File: src/rtl/flk_pkg.sv
package flk_pkg;
  // Effective and requested operating modes (port codes)
  typedef enum logic [1:0] {
    FLK_OFF    = 2'd0,
    FLK_OPEN   = 2'd1,
    FLK_CLOSED = 2'd2
  } flk_mode_e;

  // Sample window = div * 2^WIN_SH reference cycles
  localparam int WIN_SH  = 5;
  // Expected edges per window = mult * div * 2^(WIN_SH-1)
  localparam int HALF_SH = WIN_SH - 1;

  function automatic flk_mode_e decode_mode(input logic [1:0] code);
    case (code)
      2'd1:    return FLK_OPEN;
      2'd2:    return FLK_CLOSED;
      default: return FLK_OFF;
    endcase
  endfunction
endpackage

File: src/rtl/flk_sample_timer.sv
module flk_sample_timer #(
  parameter int DIV_W = 8
) (
  input  logic             clk,
  input  logic             rst_n,
  input  logic             restart,
  input  logic [DIV_W-1:0] div_cfg,
  output logic             tick
);
  import flk_pkg::*;

  localparam int PER_W = DIV_W + WIN_SH;

  logic [PER_W-1:0] cnt;
  logic [PER_W-1:0] last_cnt;
  logic             run;
  logic             at_end;

  assign run      = (div_cfg != '0);
  assign last_cnt = {div_cfg, {WIN_SH{1'b0}}} - PER_W'(1);
  assign at_end   = (cnt >= last_cnt);
  assign tick     = run && !restart && at_end;

  always_ff @(posedge clk) begin
    if (!rst_n) begin
      cnt <= '0;
    end else if (restart || !run || at_end) begin
      cnt <= '0;
    end else begin
      cnt <= cnt + PER_W'(1);
    end
  end
endmodule

File: src/rtl/flk_edge_accum.sv
module flk_edge_accum #(
  parameter int EDGE_W = 4,
  parameter int CNT_W  = 20
) (
  input  logic              clk,
  input  logic              rst_n,
  input  logic              beat,
  input  logic [EDGE_W-1:0] beat_cnt,
  input  logic              restart,
  input  logic              tick,
  output logic [CNT_W-1:0]  total,
  output logic              total_vld
);
  logic [CNT_W-1:0] acc;
  logic [CNT_W:0]   wide_sum;
  logic [CNT_W-1:0] sat_sum;

  assign wide_sum = {1'b0, acc} + (beat ? (CNT_W+1)'(beat_cnt) : '0);
  assign sat_sum  = wide_sum[CNT_W] ? {CNT_W{1'b1}} : wide_sum[CNT_W-1:0];

  always_ff @(posedge clk) begin
    if (!rst_n) begin
      acc       <= '0;
      total     <= '0;
      total_vld <= 1'b0;
    end else if (restart) begin
      acc       <= '0;
      total_vld <= 1'b0;
    end else if (tick) begin
      total     <= sat_sum;
      total_vld <= 1'b1;
      acc       <= '0;
    end else begin
      acc       <= sat_sum;
      total_vld <= 1'b0;
    end
  end
endmodule

File: src/rtl/flk_req_hold.sv
module flk_req_hold #(
  parameter int MULT_W  = 7,
  parameter int SCALE_W = 8,
  parameter int FORCE_W = 12
) (
  input  logic                      clk,
  input  logic                      rst_n,
  input  logic                      wr,
  input  logic                      wr_valid,
  input  logic [MULT_W-1:0]         wr_mult,
  input  logic [SCALE_W-1:0]        wr_scale,
  input  logic signed [FORCE_W-1:0] wr_force,
  input  logic                      wr_force_en,
  input  logic                      in_closed,
  input  logic                      enter,
  input  logic                      force_taken,
  output logic [MULT_W-1:0]         act_mult,
  output logic [SCALE_W-1:0]        act_scale,
  output logic signed [FORCE_W-1:0] act_force,
  output logic                      force_pend,
  output logic [MULT_W-1:0]         next_mult
);
  logic                      accept;
  logic                      pend_vld;
  logic [MULT_W-1:0]         pend_mult;
  logic [SCALE_W-1:0]        pend_scale;
  logic signed [FORCE_W-1:0] pend_force;
  logic                      pend_fe;

  assign accept    = wr && wr_valid;
  assign next_mult = accept ? wr_mult : (pend_vld ? pend_mult : act_mult);

  always_ff @(posedge clk) begin
    if (!rst_n) begin
      act_mult   <= '0;
      act_scale  <= '0;
      act_force  <= '0;
      force_pend <= 1'b0;
      pend_vld   <= 1'b0;
      pend_mult  <= '0;
      pend_scale <= '0;
      pend_force <= '0;
      pend_fe    <= 1'b0;
    end else if (in_closed) begin
      if (accept && (wr_mult != '0)) begin
        act_mult   <= wr_mult;
        act_scale  <= wr_scale;
        act_force  <= wr_force;
        force_pend <= wr_force_en;
      end else if (force_taken) begin
        force_pend <= 1'b0;
      end
    end else if (enter) begin
      pend_vld <= 1'b0;
      if (accept) begin
        act_mult   <= wr_mult;
        act_scale  <= wr_scale;
        act_force  <= wr_force;
        force_pend <= wr_force_en;
      end else if (pend_vld) begin
        act_mult   <= pend_mult;
        act_scale  <= pend_scale;
        act_force  <= pend_force;
        force_pend <= pend_fe;
      end
    end else if (accept) begin
      pend_vld   <= 1'b1;
      pend_mult  <= wr_mult;
      pend_scale <= wr_scale;
      pend_force <= wr_force;
      pend_fe    <= wr_force_en;
    end
  end
endmodule

File: src/rtl/flk_integrator.sv
module flk_integrator #(
  parameter int IDX_W   = 6,
  parameter int FRAC_W  = 4,
  parameter int FORCE_W = 12,
  parameter int EXP_W   = 19,
  parameter int CNT_W   = 20,
  parameter int GAIN_SH = 2
) (
  input  logic                      clk,
  input  logic                      rst_n,
  input  logic                      upd,
  input  logic                      load,
  input  logic signed [FORCE_W-1:0] force_val,
  input  logic [EXP_W-1:0]          expect_cnt,
  input  logic [CNT_W-1:0]          total,
  input  logic [IDX_W-1:0]          lim_min,
  input  logic [IDX_W-1:0]          lim_max,
  output logic [IDX_W-1:0]          idx_raw,
  output logic                      set_lo,
  output logic                      set_hi,
  output logic                      force_taken
);
  localparam int INT_W = IDX_W + FRAC_W;
  localparam int M1    = (CNT_W > INT_W) ? CNT_W : INT_W;
  localparam int M2    = (M1 > FORCE_W) ? M1 : FORCE_W;
  localparam int SUM_W = M2 + 3;

  logic [INT_W-1:0]        integ;
  logic signed [SUM_W-1:0] exp_s, tot_s, err_s, step_s, cur_s;
  logic signed [SUM_W-1:0] frc_s, safe_s, lo_s, hi_s, cand_s, nxt_s;
  logic                    below, above;
  logic                    unused_hi;

  always_comb begin
    exp_s  = SUM_W'(expect_cnt);
    tot_s  = SUM_W'(total);
    err_s  = exp_s - tot_s;
    step_s = err_s >>> GAIN_SH;
    cur_s  = SUM_W'(integ);
    frc_s  = SUM_W'(force_val);
    safe_s = (SUM_W'(lim_min) + SUM_W'(1)) <<< FRAC_W;
    lo_s   = SUM_W'(lim_min) <<< FRAC_W;
    hi_s   = (SUM_W'(lim_max) <<< FRAC_W) + SUM_W'((1 << FRAC_W) - 1);
    cand_s = load ? (safe_s + frc_s) : (cur_s + step_s);
    below  = (cand_s < lo_s);
    above  = !below && (cand_s > hi_s);
    if (below)      nxt_s = lo_s;
    else if (above) nxt_s = hi_s;
    else            nxt_s = cand_s;
  end

  assign unused_hi   = ^nxt_s[SUM_W-1:INT_W];
  assign set_lo      = upd && below;
  assign set_hi      = upd && above;
  assign force_taken = upd && load;
  assign idx_raw     = integ[INT_W-1:FRAC_W];

  always_ff @(posedge clk) begin
    if (!rst_n) begin
      integ <= '0;
    end else if (upd) begin
      integ <= nxt_s[INT_W-1:0];
    end
  end
endmodule

File: src/rtl/freq_lock_ctrl.sv
module freq_lock_ctrl #(
  parameter int MULT_W  = 7,
  parameter int SCALE_W = 8,
  parameter int FORCE_W = 12,
  parameter int DIV_W   = 8,
  parameter int IDX_W   = 6,
  parameter int FRAC_W  = 4,
  parameter int GAIN_SH = 2,
  parameter int EDGE_W  = 4
) (
  input  logic                      clk,
  input  logic                      rst_n,
  input  logic [1:0]                mode_sel,
  input  logic [DIV_W-1:0]          div_cfg,
  input  logic [IDX_W-1:0]          lim_min,
  input  logic [IDX_W-1:0]          lim_max,
  input  logic                      req_wr,
  input  logic [MULT_W-1:0]         req_mult,
  input  logic [SCALE_W-1:0]        req_scale,
  input  logic signed [FORCE_W-1:0] req_force,
  input  logic                      req_valid,
  input  logic                      req_force_en,
  input  logic                      edge_valid,
  output logic                      edge_ready,
  input  logic [EDGE_W-1:0]         edge_cnt,
  input  logic                      clr_min,
  input  logic                      clr_max,
  output logic [IDX_W-1:0]          out_index,
  output logic [SCALE_W-1:0]        out_scale,
  output logic [1:0]                mode_state,
  output logic                      flag_min,
  output logic                      flag_max
);
  import flk_pkg::*;

  localparam int PROD_W = MULT_W + DIV_W;
  localparam int EXP_W  = PROD_W + HALF_SH;
  localparam int CNT_W  = EXP_W + 1;

  flk_mode_e                 eff_mode, nxt_mode, sel_mode;
  logic                      enter, in_closed;
  logic                      tick, total_vld, upd;
  logic [CNT_W-1:0]          total;
  logic [PROD_W-1:0]         prod;
  logic [EXP_W-1:0]          expect_cnt;
  logic [MULT_W-1:0]         act_mult, next_mult;
  logic signed [FORCE_W-1:0] act_force;
  logic                      force_pend, force_taken;
  logic [IDX_W-1:0]          idx_raw;
  logic                      set_lo, set_hi;

  // Mode sequencing
  assign sel_mode  = decode_mode(mode_sel);
  assign in_closed = (eff_mode == FLK_CLOSED);
  assign enter     = (eff_mode == FLK_OPEN) && (sel_mode == FLK_CLOSED) &&
                     (next_mult != '0);

  always_comb begin
    nxt_mode = eff_mode;
    case (eff_mode)
      FLK_OFF:    if (sel_mode != FLK_OFF) nxt_mode = FLK_OPEN;
      FLK_OPEN: begin
        if (sel_mode == FLK_OFF) nxt_mode = FLK_OFF;
        else if (enter)          nxt_mode = FLK_CLOSED;
      end
      default:    if (sel_mode != FLK_CLOSED) nxt_mode = sel_mode;
    endcase
  end

  always_ff @(posedge clk) begin
    if (!rst_n) eff_mode <= FLK_OFF;
    else        eff_mode <= nxt_mode;
  end

  assign mode_state = eff_mode;
  assign edge_ready = (eff_mode != FLK_OFF);

  // Window timing and edge totals
  flk_sample_timer #(.DIV_W(DIV_W)) u_timer (
    .clk     (clk),
    .rst_n   (rst_n),
    .restart (enter),
    .div_cfg (div_cfg),
    .tick    (tick)
  );

  flk_edge_accum #(.EDGE_W(EDGE_W), .CNT_W(CNT_W)) u_accum (
    .clk       (clk),
    .rst_n     (rst_n),
    .beat      (edge_valid && edge_ready),
    .beat_cnt  (edge_cnt),
    .restart   (enter),
    .tick      (tick),
    .total     (total),
    .total_vld (total_vld)
  );

  // Request handling
  flk_req_hold #(.MULT_W(MULT_W), .SCALE_W(SCALE_W), .FORCE_W(FORCE_W)) u_req (
    .clk         (clk),
    .rst_n       (rst_n),
    .wr          (req_wr),
    .wr_valid    (req_valid),
    .wr_mult     (req_mult),
    .wr_scale    (req_scale),
    .wr_force    (req_force),
    .wr_force_en (req_force_en),
    .in_closed   (in_closed),
    .enter       (enter),
    .force_taken (force_taken),
    .act_mult    (act_mult),
    .act_scale   (out_scale),
    .act_force   (act_force),
    .force_pend  (force_pend),
    .next_mult   (next_mult)
  );

  // Expected edges per window: mult * (ref/2) * div*32/ref
  assign prod       = PROD_W'(act_mult) * PROD_W'(div_cfg);
  assign expect_cnt = {prod, {HALF_SH{1'b0}}};
  assign upd        = total_vld && in_closed;

  flk_integrator #(
    .IDX_W(IDX_W), .FRAC_W(FRAC_W), .FORCE_W(FORCE_W),
    .EXP_W(EXP_W), .CNT_W(CNT_W), .GAIN_SH(GAIN_SH)
  ) u_integ (
    .clk         (clk),
    .rst_n       (rst_n),
    .upd         (upd),
    .load        (force_pend),
    .force_val   (act_force),
    .expect_cnt  (expect_cnt),
    .total       (total),
    .lim_min     (lim_min),
    .lim_max     (lim_max),
    .idx_raw     (idx_raw),
    .set_lo      (set_lo),
    .set_hi      (set_hi),
    .force_taken (force_taken)
  );

  // Live clamp against current limits
  always_comb begin
    if (idx_raw < lim_min)      out_index = lim_min;
    else if (idx_raw > lim_max) out_index = lim_max;
    else                        out_index = idx_raw;
  end

  // Sticky clip flags, write-one clear, set wins
  always_ff @(posedge clk) begin
    if (!rst_n) begin
      flag_min <= 1'b0;
      flag_max <= 1'b0;
    end else begin
      flag_min <= set_lo | (flag_min & ~clr_min);
      flag_max <= set_hi | (flag_max & ~clr_max);
    end
  end
endmodule

File: config.mk
export PLATFORM = sky130hd
export DESIGN_NAME = freq_lock_ctrl
export DESIGN_NICKNAME = d
export VERILOG_FILES = /design/src/rtl/flk_pkg.sv /design/src/rtl/flk_sample_timer.sv /design/src/rtl/flk_edge_accum.sv /design/src/rtl/flk_req_hold.sv /design/src/rtl/flk_integrator.sv /design/src/rtl/freq_lock_ctrl.sv
export SDC_FILE = /design/constraint.sdc
export NUM_CORES = 1
export LEC_CHECK = 0
export ABC_AREA = 1
export BUFFER_PORTS_ARGS = -buffer_cell sky130_fd_sc_hd__buf_2
export CAP_MARGIN = 25
export CORE_UTILIZATION = 56
export CTS_CLUSTER_SIZE = 25
export DETAILED_ROUTE_END_ITERATION = 10
export HOLD_SLACK_MARGIN = 0.05
export PLACE_DENSITY = 0.77
export SYNTH_ARGS = -nofsm -noshare
export SYNTH_HDL_FRONTEND = slang
export SYNTH_SLANG_ARGS = --single-unit
File: constraint.sdc
create_clock -name clk -period 8.07 [get_ports clk]
set_input_delay 1.614 -clock clk [delete_from_list [all_inputs] [get_ports clk]]
set_output_delay 1.614 -clock clk [all_outputs]
set_load 0.02 [all_outputs]
==> results of run 1 <==
## worst paths after layout
kind | start | endpoint | slack (ps) | depth (start not counted)
setup reg to reg | u_req.act_mult[6]$_SDFFE_PN0P_ | u_integ.integ[6]$_SDFFE_PN0P_ | 1110 | 40
hold reg to reg | u_req.pend_fe$_SDFFE_PN0P_ | u_req.pend_fe$_SDFFE_PN0P_ | 470 | 2
hold / removal | u_req.pend_fe$_SDFFE_PN0P_ | u_req.pend_fe$_SDFFE_PN0P_ | 470 | 2
setup / recovery | div_cfg[4] | u_integ.integ[8]$_SDFFE_PN0P_ | 400 | 41
## stage by stage
| stage | instances | utilization | total power, mW | TNS [ps] |
|---|---|---|---|---|
| 6_report | 1945 | 0.639 | 3.00 | 0 |
| 5_1_grt | 1945 | 0.639 | 3.26 | -20.5 |
| 4_1_cts | 1945 | 0.634 | 2.93 | 0 |
| 3_5_place_dp | 1913 | 0.604 | 2.19 | -722 |
| 3_3_place_gp | 1911 | 0.603 | 2.16 | -23.9 |
| 2_1_floorplan | 1641 | - | 1.86 | 0 |
## final cells by class
cell class	count	area share
multi-input combinational	1187	0.592
sequential	125	0.209
inverter	275	0.0860
timing repair buffer	92	0.0420
clock buffer	18	0.0358
tap	234	0.0244
clock inverter	14	0.0113
## sequential cells by signal, indices dropped and copies added, names as in the netlist
name	cells
flag_max	1
flag_min	1
mode_state	2
u_accum.acc	20
u_accum.total	20
u_accum.total_vld	1
u_integ.integ	10
u_req.act_force	12
u_req.act_mult	7
u_req.act_scale	8
u_req.force_pend	1
u_req.pend_fe	1
u_req.pend_force	12
u_req.pend_mult	7
u_req.pend_scale	8
u_req.pend_vld	1
u_timer.cnt	13
## what timing repair did
action,in CTS,in global routing
setup endpoints to repair,0,11
buffers inserted,0,0
resized for setup,0,18
## power groups by stage
stage / Sequential (mW) / Combinational, mW / Clock [mW]
global route: 0.673 / 1.81 / 0.770
CTS: 0.669 / 1.52 / 0.744
global placement: 0.682 / 1.48 / 0
floorplan: 0.672 / 1.19 / 0
finish: 0.670 / 1.60 / 0.736
detailed placement: 0.683 / 1.51 / 0
## metal layers
metal / vias to the layer above / track usage / routed length (um)
li1: 5360 / - / -
met1: 4756 / 0.356 / 12100
met2: 294 / 0.466 / 12500
met3: 43 / 0.0427 / 1380
met4: 0 / 0.0870 / 537
met5: - / 0 / 0
## worst max-delay path, delay by kind of cell
family	cells	cell delay (ps)
fa+ha+maj	8	3100
buf+inv	10	740
simple gates	18	1740
xor+xnor	2	390
compound gates	3	440
## cells in the mapped netlist, drive strengths merged (15+ instances only)
cell type,n
nand2,404
inv,273
nor2,180
dfxtp,125
o21ai,115
a21oi,107
ha,106
nand3,73
clkbuf,49
xor2,35
fa,32
a31oi,28
nand4,17
nor3,17
xnor2,15
## cell families after synthesis
| group | Yosys count | share of synthesized area |
|---|---|---|
| compound gates | 281 | 0.145 |
| xor+xnor | 50 | 0.0407 |
| fa+ha+maj | 138 | 0.183 |
| buf+inv | 329 | 0.115 |
| flops | 125 | 0.233 |
| mux | 7 | 0.00652 |
| simple gates | 711 | 0.277 |
==> flow_summary.yaml, run 1 <==
status:
  outcome: "finished, final reports clean"
synth:
  synth_top_area_cell: "dfxtp_1"
  synthDistinctLibCells: 52
  synth-edff-count: 0
  synth_seq_cells: 125
  syn_avg_cell_area_sq_um: 6.55
  yosys.area.top_type_share: 0.233
  yosys-top-cells-area: "dfxtp_1, nand2_1, ha_1"
  async_flop_share: 0
  yosysSeqAreaShare: 0.233
  synth_nets: 1840
  synthCells: 1641
  syn_area_sq_um: 10700
  synth_flop_cell: "dfxtp_1"
  synth_warnings: 0
power_and_ir_drop:
  clkPwrFrac: 0.245
  power_density_nw_per_um2: 250
  p_sw_mw: 1.38
  vdd_ir_drop_max_uv: 147
  power_frac_comb: 0.532
  p_int_mw: 1.62
  seqPwrFrac: 0.223
  p_leak_nw: 6.24
  switching_share: 0.460
critical_path:
  cpMaxStageDelayCell: "fa_1"
  critPathLaunchType: "primary input"
  crit_required_ps: 8410
  worstSetupEndpointType: "register"
  max_stage_delay_ps: 530
  arrival_ps: 8000
  crit_fanout: 10
  path_class: "primary input to register"
placement:
  dp_hpwl_um: 20400
  gp_congestion: 0.924
  dp_slack_ps: -96.1
  dpl_cell_area_sq_um: 11300
  io_buffers: 79
min_path:
  min_path_type: "register to register"
routing:
  drc: 0
  drt_wl_total_um: 26500
  antenna_left: 0
  drtIter0Drc: 661
  vias_per_cell: 5.37
  routedWlPerCell_um: 13.6
  via_count: 10453
  firstDrtPassIters: 5
sta:
  fin_crit_sh: 0.950
  finalMaxSlewViolations: 0
  fin_crit_ps: 7670
  hold_violations: 0
  holdWs_ps: 469
  setup_violations: 0
  clock_skew_ps: 11.5
  slew_headroom: 0.366
  tightest_slew_ps: 951
  setup_slack_ps: 401
  max_freq_mhz: 130
global_route:
  grt_antenna_before_repair: 0
  grt_util_all_layers: 0.274
  grt_max_degree: 77
  grt_overflow_total: 0
  grt_pass1_wl_um: 44000
  grt_pass1_vias: 9580
cts:
  path_clk_slew_ps: 60
  clock_path_buffers: 2
  cts.hold.buffers_added: 0
  cts_made_buffers: 17
  clock_latency_ps: 420
  htreeDepth: 4
  cts_root_buf: "clkbuf_16"
  clock-sinks: 125
  cts_tree: "yes"
cells_and_area:
  multiInputGateArea_sq_um: 7100
  regArea_sq_um: 2500
  nets: 1897
  area_growth_pct: 11.6
  stdcell_area_sq_um: 12000
  layout-drive-gt1-share: 0.0999
  antenna_cells: 0
  nFillCells: 1731
  final_common_cell: "nand2_1"
  mostFrequentLayoutCells: "nand2_1, inv_1, nor2_1, dfxtp_1, ha_1"
floorplanning:
  die_h_um: 141
  coreArea_sq_um: 18800
  start_util: 0.573
  num_rows: 50
  die_w_um: 141
  num_io_pins: 80
  dieArea_sq_um: 19700
job:
  maxCapViolCount: 0
(Power assumes the default switching activity.)
==> inputs of run 2 (changes only) <==
--- a/config.mk
+++ b/config.mk
@@ -8,11 +8,12 @@
 export ABC_AREA = 1
 export BUFFER_PORTS_ARGS = -buffer_cell sky130_fd_sc_hd__buf_2
 export CAP_MARGIN = 25
-export CORE_UTILIZATION = 56
+export CORE_UTILIZATION = 55
 export CTS_CLUSTER_SIZE = 25
 export DETAILED_ROUTE_END_ITERATION = 10
+export GPL_TIMING_DRIVEN = 0
 export HOLD_SLACK_MARGIN = 0.05
-export PLACE_DENSITY = 0.77
+export PLACE_DENSITY = 0.76
 export SYNTH_ARGS = -nofsm -noshare
 export SYNTH_HDL_FRONTEND = slang
 export SYNTH_SLANG_ARGS = --single-unit
==> run 2 against run 1 <==
Effect of this change:
- sequential share of layout area down 0.46 points
- clock-buffer cell count down 1
- global-route usage up 1.5 points
- die area up 1.8%
- critical path depth down 5
- critical endpoint is now u_integ.integ[3]$_SDFFE_PN0P_
- largest cell class unchanged
- largest power group unchanged
==> flow_summary.yaml, run 2 (same netlist as run 1, synthesis figures left out) <==
floorplanning:
  num_io_pins: 80
  num_rows: 50
  start_util: 0.567
  coreArea_sq_um: 19000
  die_w_um: 142
  dieArea_sq_um: 20100
  die_h_um: 142
cells_and_area:
  nFillCells: 1782
  reg_top3: "u_accum.acc x20, u_accum.total x20, u_timer.cnt x13"
  mostFrequentLayoutCells: "nand2_1, inv_1, nor2_1, dfxtp_1, o21ai_0"
  area_growth_pct: 14.2
  regArea_sq_um: 2500
  layout-drive-gt1-share: 0.102
  multiInputGateArea_sq_um: 7190
  antenna_cells: 0
  nets: 1934
  final_common_cell: "nand2_1"
critical_path:
  ff2ff_setup_slack_ps: 960
  r2r_cells: 39
  max_stage_delay_ps: 550
  r2r_start: "u_req.act_mult[4]$_SDFFE_PN0P_"
  path_delay_family: "adder cells"
  worstSetupEndpointType: "register"
  arrival_ps: 8020
  cpMostUsedCell: "nand2_1"
  crit_required_ps: 8410
  crit_fanout: 10
  critPathLaunchType: "primary input"
  path_class: "primary input to register"
  cpMaxStageDelayCell: "fa_1"
  path_buf_inv: 6
  timing.critical_path.from: "div_cfg[6]"
  r2r-end: "u_integ.integ[3]$_SDFFE_PN0P_"
cts:
  path_clk_slew_ps: 60
  cts_tree: "yes"
  cts_root_buf: "clkbuf_16"
  htreeDepth: 4
  cts.hold.buffers_added: 0
  cts_made_buffers: 17
  clock-sinks: 125
  clock_path_buffers: 2
  clock_latency_ps: 430
global_route:
  grt_pass1_vias: 10183
  grt_overflow_total: 0
  grt_antenna_before_repair: 0
  grt_util_all_layers: 0.288
  grt_pass1_wl_um: 46700
  grt_max_degree: 17
power_and_ir_drop:
  vdd_ir_drop_max_uv: 162
  p_leak_nw: 6.29
  power_density_nw_per_um2: 251
  fin_total_pwr_mw: 3.08
min_path:
  min_path_type: "register to register"
  worstHoldStart: "u_req.pend_fe$_SDFFE_PN0P_"
  hold_end: "u_req.pend_fe$_SDFFE_PN0P_"
  min_path_cells: 2
sta:
  setup_violations: 0
  finalMaxSlewViolations: 0
  max_freq_mhz: 130
  setup_tns_ps: 0
  fin_crit_ps: 7680
  clock_skew_ps: 12.2
  tightest_slew_ps: 805
  fin_crit_sh: 0.952
  hold_violations: 0
  holdWs_ps: 459
  slew_headroom: 0.463
routing:
  vias_per_cell: 5.33
  drt_wl_total_um: 28200
  firstDrtPassIters: 6
  antenna_left: 0
  drc: 0
  via_count: 10704
  routedWlPerCell_um: 14.1
  drtIter0Drc: 625
placement:
  dp_hpwl_um: 21800
  io_buffers: 74
  gp_congestion: 0.993
job:
  maxCapViolCount: 0
status:
  outcome: "finished, final reports clean"
-- run 2: cell count changes in the layout (fill, tap and decap cells not counted), moves of 3 or more --
cell      before  now
nand2_1      394  391
buf_2         79   74
ha_1         105   99
nand2_2        8   11
clkbuf_1       1   43
ha_4           1    6
nor2_1       170  167
buf_4         11    6
nor2_2         6    9
-- run 2: timing repair --
| action | CTS | global route |
|---|---|---|
| pin swaps | 0 | 17 |
| endpoints found under the setup margin | 11 | 12 |
| setup buffers | 0 | 4 |
| resized for setup | 1 | 47 |
-- run 2: per-layer routing --
| layer | vias up | track usage | part of all wire |
|---|---|---|---|
| li1 | 5444 | - | - |
| met1 | 4908 | 0.378 | 0.45 |
| met2 | 318 | 0.496 | 0.48 |
| met3 | 34 | 0.0368 | 0.056 |
| met4 | 0 | 0.0832 | 0.014 |
| met5 | - | 0 | 0 |
-- run 2: through the flow --
stage          instances  setup WS (ps)  utilization  cell area [sq um]
5_1_grt             2008          -56.7        0.647              12300
2_1_floorplan       1641            418            -              10700
3_5_place_dp        1975           -591        0.604              11400
3_3_place_gp        1975           -579        0.604              11400
4_1_cts             2004           11.3        0.635              12000
6_report            2008            391        0.647              12300
-- run 2: worst max path at each step --
stage / slack [ps] / end / cells past startpoint
global placement: -580 / u_integ.integ[8]$_SDFFE_PN0P_ / 39
finish: 390 / u_integ.integ[3]$_SDFFE_PN0P_ / 36
floorplan: 420 / u_integ.integ[8]$_SDFFE_PN0P_ / 38
global route: -60 / u_integ.integ[8]$_SDFFE_PN0P_ / 36
CTS: 10 / u_integ.integ[8]$_SDFFE_PN0P_ / 38
detailed placement: -590 / u_integ.integ[8]$_SDFFE_PN0P_ / 39
-- run 2: layout make-up --
| class | instances | area share |
|---|---|---|
| buffer | 51 | 0.0164 |
| clock buffer | 17 | 0.0347 |
| clock inverter | 15 | 0.0143 |
| inverter | 275 | 0.0841 |
| multi-input combinational | 1187 | 0.586 |
| sequential | 125 | 0.204 |
| tap | 260 | 0.0265 |
| timing repair buffer | 78 | 0.0336 |
-- run 2: power breakdown --
part           switching, mW  internal [mW]  total [mW]
sequential            0.0151          0.643       0.659
combinational           1.06          0.569        1.63
clock                  0.325          0.466       0.791
-- run 2: worst reg2reg max path: cells and delay by family, from the launching register on --
| family | cells | cell delay (ps) |
|---|---|---|
| simple gates | 13 | 1220 |
| flops | 1 | 310 |
| buf+inv | 13 | 1270 |
| fa+ha+maj | 8 | 3380 |
| xor+xnor | 2 | 380 |
| compound gates | 3 | 430 |
==> inputs of run 3 (changes only) <==
--- a/config.mk
+++ b/config.mk
@@ -13,7 +13,8 @@
 export DETAILED_ROUTE_END_ITERATION = 10
 export GPL_TIMING_DRIVEN = 0
 export HOLD_SLACK_MARGIN = 0.05
-export PLACE_DENSITY = 0.76
+export PLACE_DENSITY = 0.75
 export SYNTH_ARGS = -nofsm -noshare
 export SYNTH_HDL_FRONTEND = slang
+export SYNTH_HIERARCHICAL = 1
 export SYNTH_SLANG_ARGS = --single-unit
==> run 3 against run 2 <==
Effect of this change:
- the flow now finishes with violations (DRC)
- utilization fell by 1.6 points
- flip-flop and latch count did not move
- critical path depth is 1 lower
- global-route usage shrank 1.6 points
- register-to-register slack gained 60 ps
- sequential share of layout area fell by 2.3 points
- combinational power rose by 41%
- die area increased by 15%
- first-iteration DRC count is 30% higher
- critical path type unchanged
==> flow_summary.yaml, run 3 <==
min_path:
  worstHoldStart: "u_req/pend_mult[4]$_SDFFE_PN0P_"
  min_path_cells: 2
  min_path_type: "register to register"
placement:
  dp_hpwl_um: 24500
  gp_congestion: 0.915
  io_buffers: 79
  dp_slack_ps: -353
cts:
  clock_latency_ps: 430
  clock_path_buffers: 2
  cts_tree: "yes"
  htreeDepth: 4
  cts.hold.buffers_added: 0
  cts_made_buffers: 17
  cts_root_buf: "clkbuf_16"
  path_clk_slew_ps: 70
  clock-sinks: 125
critical_path:
  cpMostUsedCell: "nand2_1"
  arrival_ps: 8000
  critPathLaunchType: "primary input"
  timing.critical_path.from: "div_cfg[1]"
  r2r-end: "flag_max$_SDFF_PN0_"
  worstSetupEndpointType: "register"
  r2r_start: "u_req/act_mult[1]$_SDFFE_PN0P_"
  r2r_cells: 35
  ff2ff_setup_slack_ps: 1020
  cpMaxStageDelayCell: "fa_1"
  worstSetupEndpoint: "flag_max$_SDFF_PN0_"
  max_stage_delay_ps: 540
  crit_fanout: 9
  path_class: "primary input to register"
  crit_required_ps: 8390
global_route:
  grt_pass1_vias: 11539
  use_met1: 0.342
  grt_antenna_before_repair: 0
  grt_pass1_wl_um: 52400
  grt_max_degree: 17
  grt_util_all_layers: 0.273
  grt_use_met2: 0.481
  grt_busiest_layer: "met2"
  gr-usage-met3: 0.0325
  grt_overflow_total: 0
synth:
  synth_commonest_cells: "nand2_1, inv_1, nor2_1"
  synth.most_common_cell: "nand2_1"
  synthCells: 1956
  async_flop_share: 0
  synth_warnings: 6
  yosys-top-cells-area: "dfxtp_1, nand2_1, ha_1"
  synth_seq_cells: 125
  syn_area_sq_um: 12400
  yosysSeqAreaShare: 0.202
  synth_flop_cell: "dfxtp_1"
  synthDistinctLibCells: 52
  yosys.area.top_type_share: 0.202
  syn_avg_cell_area_sq_um: 6.33
  synth-edff-count: 0
  synth_top_area_cell: "dfxtp_1"
power_and_ir_drop:
  p_leak_nw: 7.54
  switching_share: 0.490
  seqPwrFrac: 0.178
  p_sw_mw: 1.85
  fin_total_pwr_mw: 3.78
  clkPwrFrac: 0.214
  p_int_mw: 1.92
  vdd_ir_drop_max_uv: 160
  power_frac_comb: 0.608
  power_density_nw_per_um2: 272
cells_and_area:
  antenna_cells: 0
  layout-drive-gt1-share: 0.139
  mostFrequentLayoutCells: "nand2_1, inv_1, nor2_1, dfxtp_1, a21oi_1"
  reg_top3: "u_accum/acc x20, u_accum/total x20, u_timer/cnt x13"
  multiInputGateArea_sq_um: 8310
  nets: 2263
  area_growth_pct: 11.9
  final_common_cell: "nand2_1"
  regArea_sq_um: 2500
  nFillCells: 2041
floorplanning:
  die_w_um: 152
  coreArea_sq_um: 22000
  start_util: 0.564
  die_h_um: 152
  num_rows: 54
  num_io_pins: 80
  dieArea_sq_um: 23100
sta:
  max_freq_mhz: 130
  setup_tns_ps: 0
  holdWs_ps: 454
  setup_slack_ps: 390
  fin_crit_ps: 7680
  tightest_slew_ps: 635
  slew_headroom: 0.575
  fin_crit_sh: 0.952
  setup_violations: 0
  hold_violations: 0
  finalMaxSlewViolations: 0
  clock_skew_ps: 10.4
routing:
  firstDrtPassIters: 8
  drc: 22
  routedWlPerCell_um: 13.1
  vias_per_cell: 5.19
  via_count: 12218
  drt_wl_total_um: 30900
  drtIter0Drc: 812
  antenna_left: 0
status:
  outcome: "complete, but fails checks"
  violations: "DRC"
job:
  maxCapViolCount: 0
-- run 3: changes by cell type after synthesis, moves of 13 or more --
cell,change
nand3_2,+13
a31oi_1,-22
inv_1,+58
nand2_1,+136
nand3b_1,+22
a21oi_1,+15
buf_2,+13
o21ai_1,+13
inv_2,+19
clkbuf_1,-29
nand3_1,+42
nor2_2,+17
nand2_2,+22
o21ai_0,-28
-- run 3: layout make-up --
type                       count  area share
clock inverter                13      0.0112
timing repair buffer          83      0.0312
multi-input combinational   1426       0.599
tap                          280      0.0253
buffer                        55      0.0239
inverter                     353      0.0956
clock buffer                  19      0.0327
sequential                   125       0.181
-- run 3: power groups by stage --
stage | Clock (mW) | Sequential, mW | Combinational, mW
detailed placement | 0 | 0.684 | 2.18
floorplan | 0 | 0.685 | 1.74
global route | 0.847 | 0.674 | 2.60
global placement | 0 | 0.683 | 2.14
CTS | 0.824 | 0.671 | 2.19
finish | 0.809 | 0.671 | 2.30
-- run 3: kinds of logic after synthesis --
| kind of cell | after synthesis | share of synthesized area |
|---|---|---|
| XOR/XNOR | 45 | 0.0318 |
| AND/OR/NAND/NOR | 985 | 0.360 |
| other | 1 | 0.000303 |
| flip-flops | 125 | 0.202 |
| AO/OA/AOI/OAI | 250 | 0.109 |
| multiplexers | 1 | 0.000808 |
| buffers and inverters | 408 | 0.134 |
| adder cells (fa/ha/maj) | 141 | 0.162 |
-- run 3: repair_timing --
| action | CTS | global route |
|---|---|---|
| gates resized for setup | 0 | 22 |
| buffers inserted | 0 | 3 |
| setup endpoints to repair | 0 | 11 |
-- run 3: stage by stage --
stage / std cells / instance area (sq um) / utilization
global route: 2354 / 13900 / 0.631
global placement: 2318 / 13100 / 0.599
finish: 2354 / 13900 / 0.631
floorplan: 1959 / 12400 / -
detailed placement: 2318 / 13100 / 0.599
CTS: 2350 / 13800 / 0.626
-- run 3: worst max-delay path: cells and delay by family --
kind	cells	cell delay, ps
XOR/XNOR	3	620
AO/OA/AOI/OAI	5	940
adder cells (fa/ha/maj)	8	3010
AND/OR/NAND/NOR	16	1560
buffers and inverters	3	250
-- run 3: worst min path at each step --
stage,endpoint,slack (ps)
3_3_place_gp,u_req/pend_scale[6]$_SDFFE_PN0P_,430
6_report,u_req/pend_mult[4]$_SDFFE_PN0P_,450
2_1_floorplan,u_req/pend_force[4]$_SDFFE_PN0P_,420
4_1_cts,u_req/pend_scale[6]$_SDFFE_PN0P_,460
3_5_place_dp,u_req/pend_force[8]$_SDFFE_PN0P_,440
5_1_grt,u_req/pend_force[1]$_SDFFE_PN0P_,480
-- run 3: per-layer routing --
metal  share of wire  up-vias
met5               0        -
met4           0.024        0
met3           0.041       49
met2            0.48      279
met1            0.45     5558
li1                -     6332
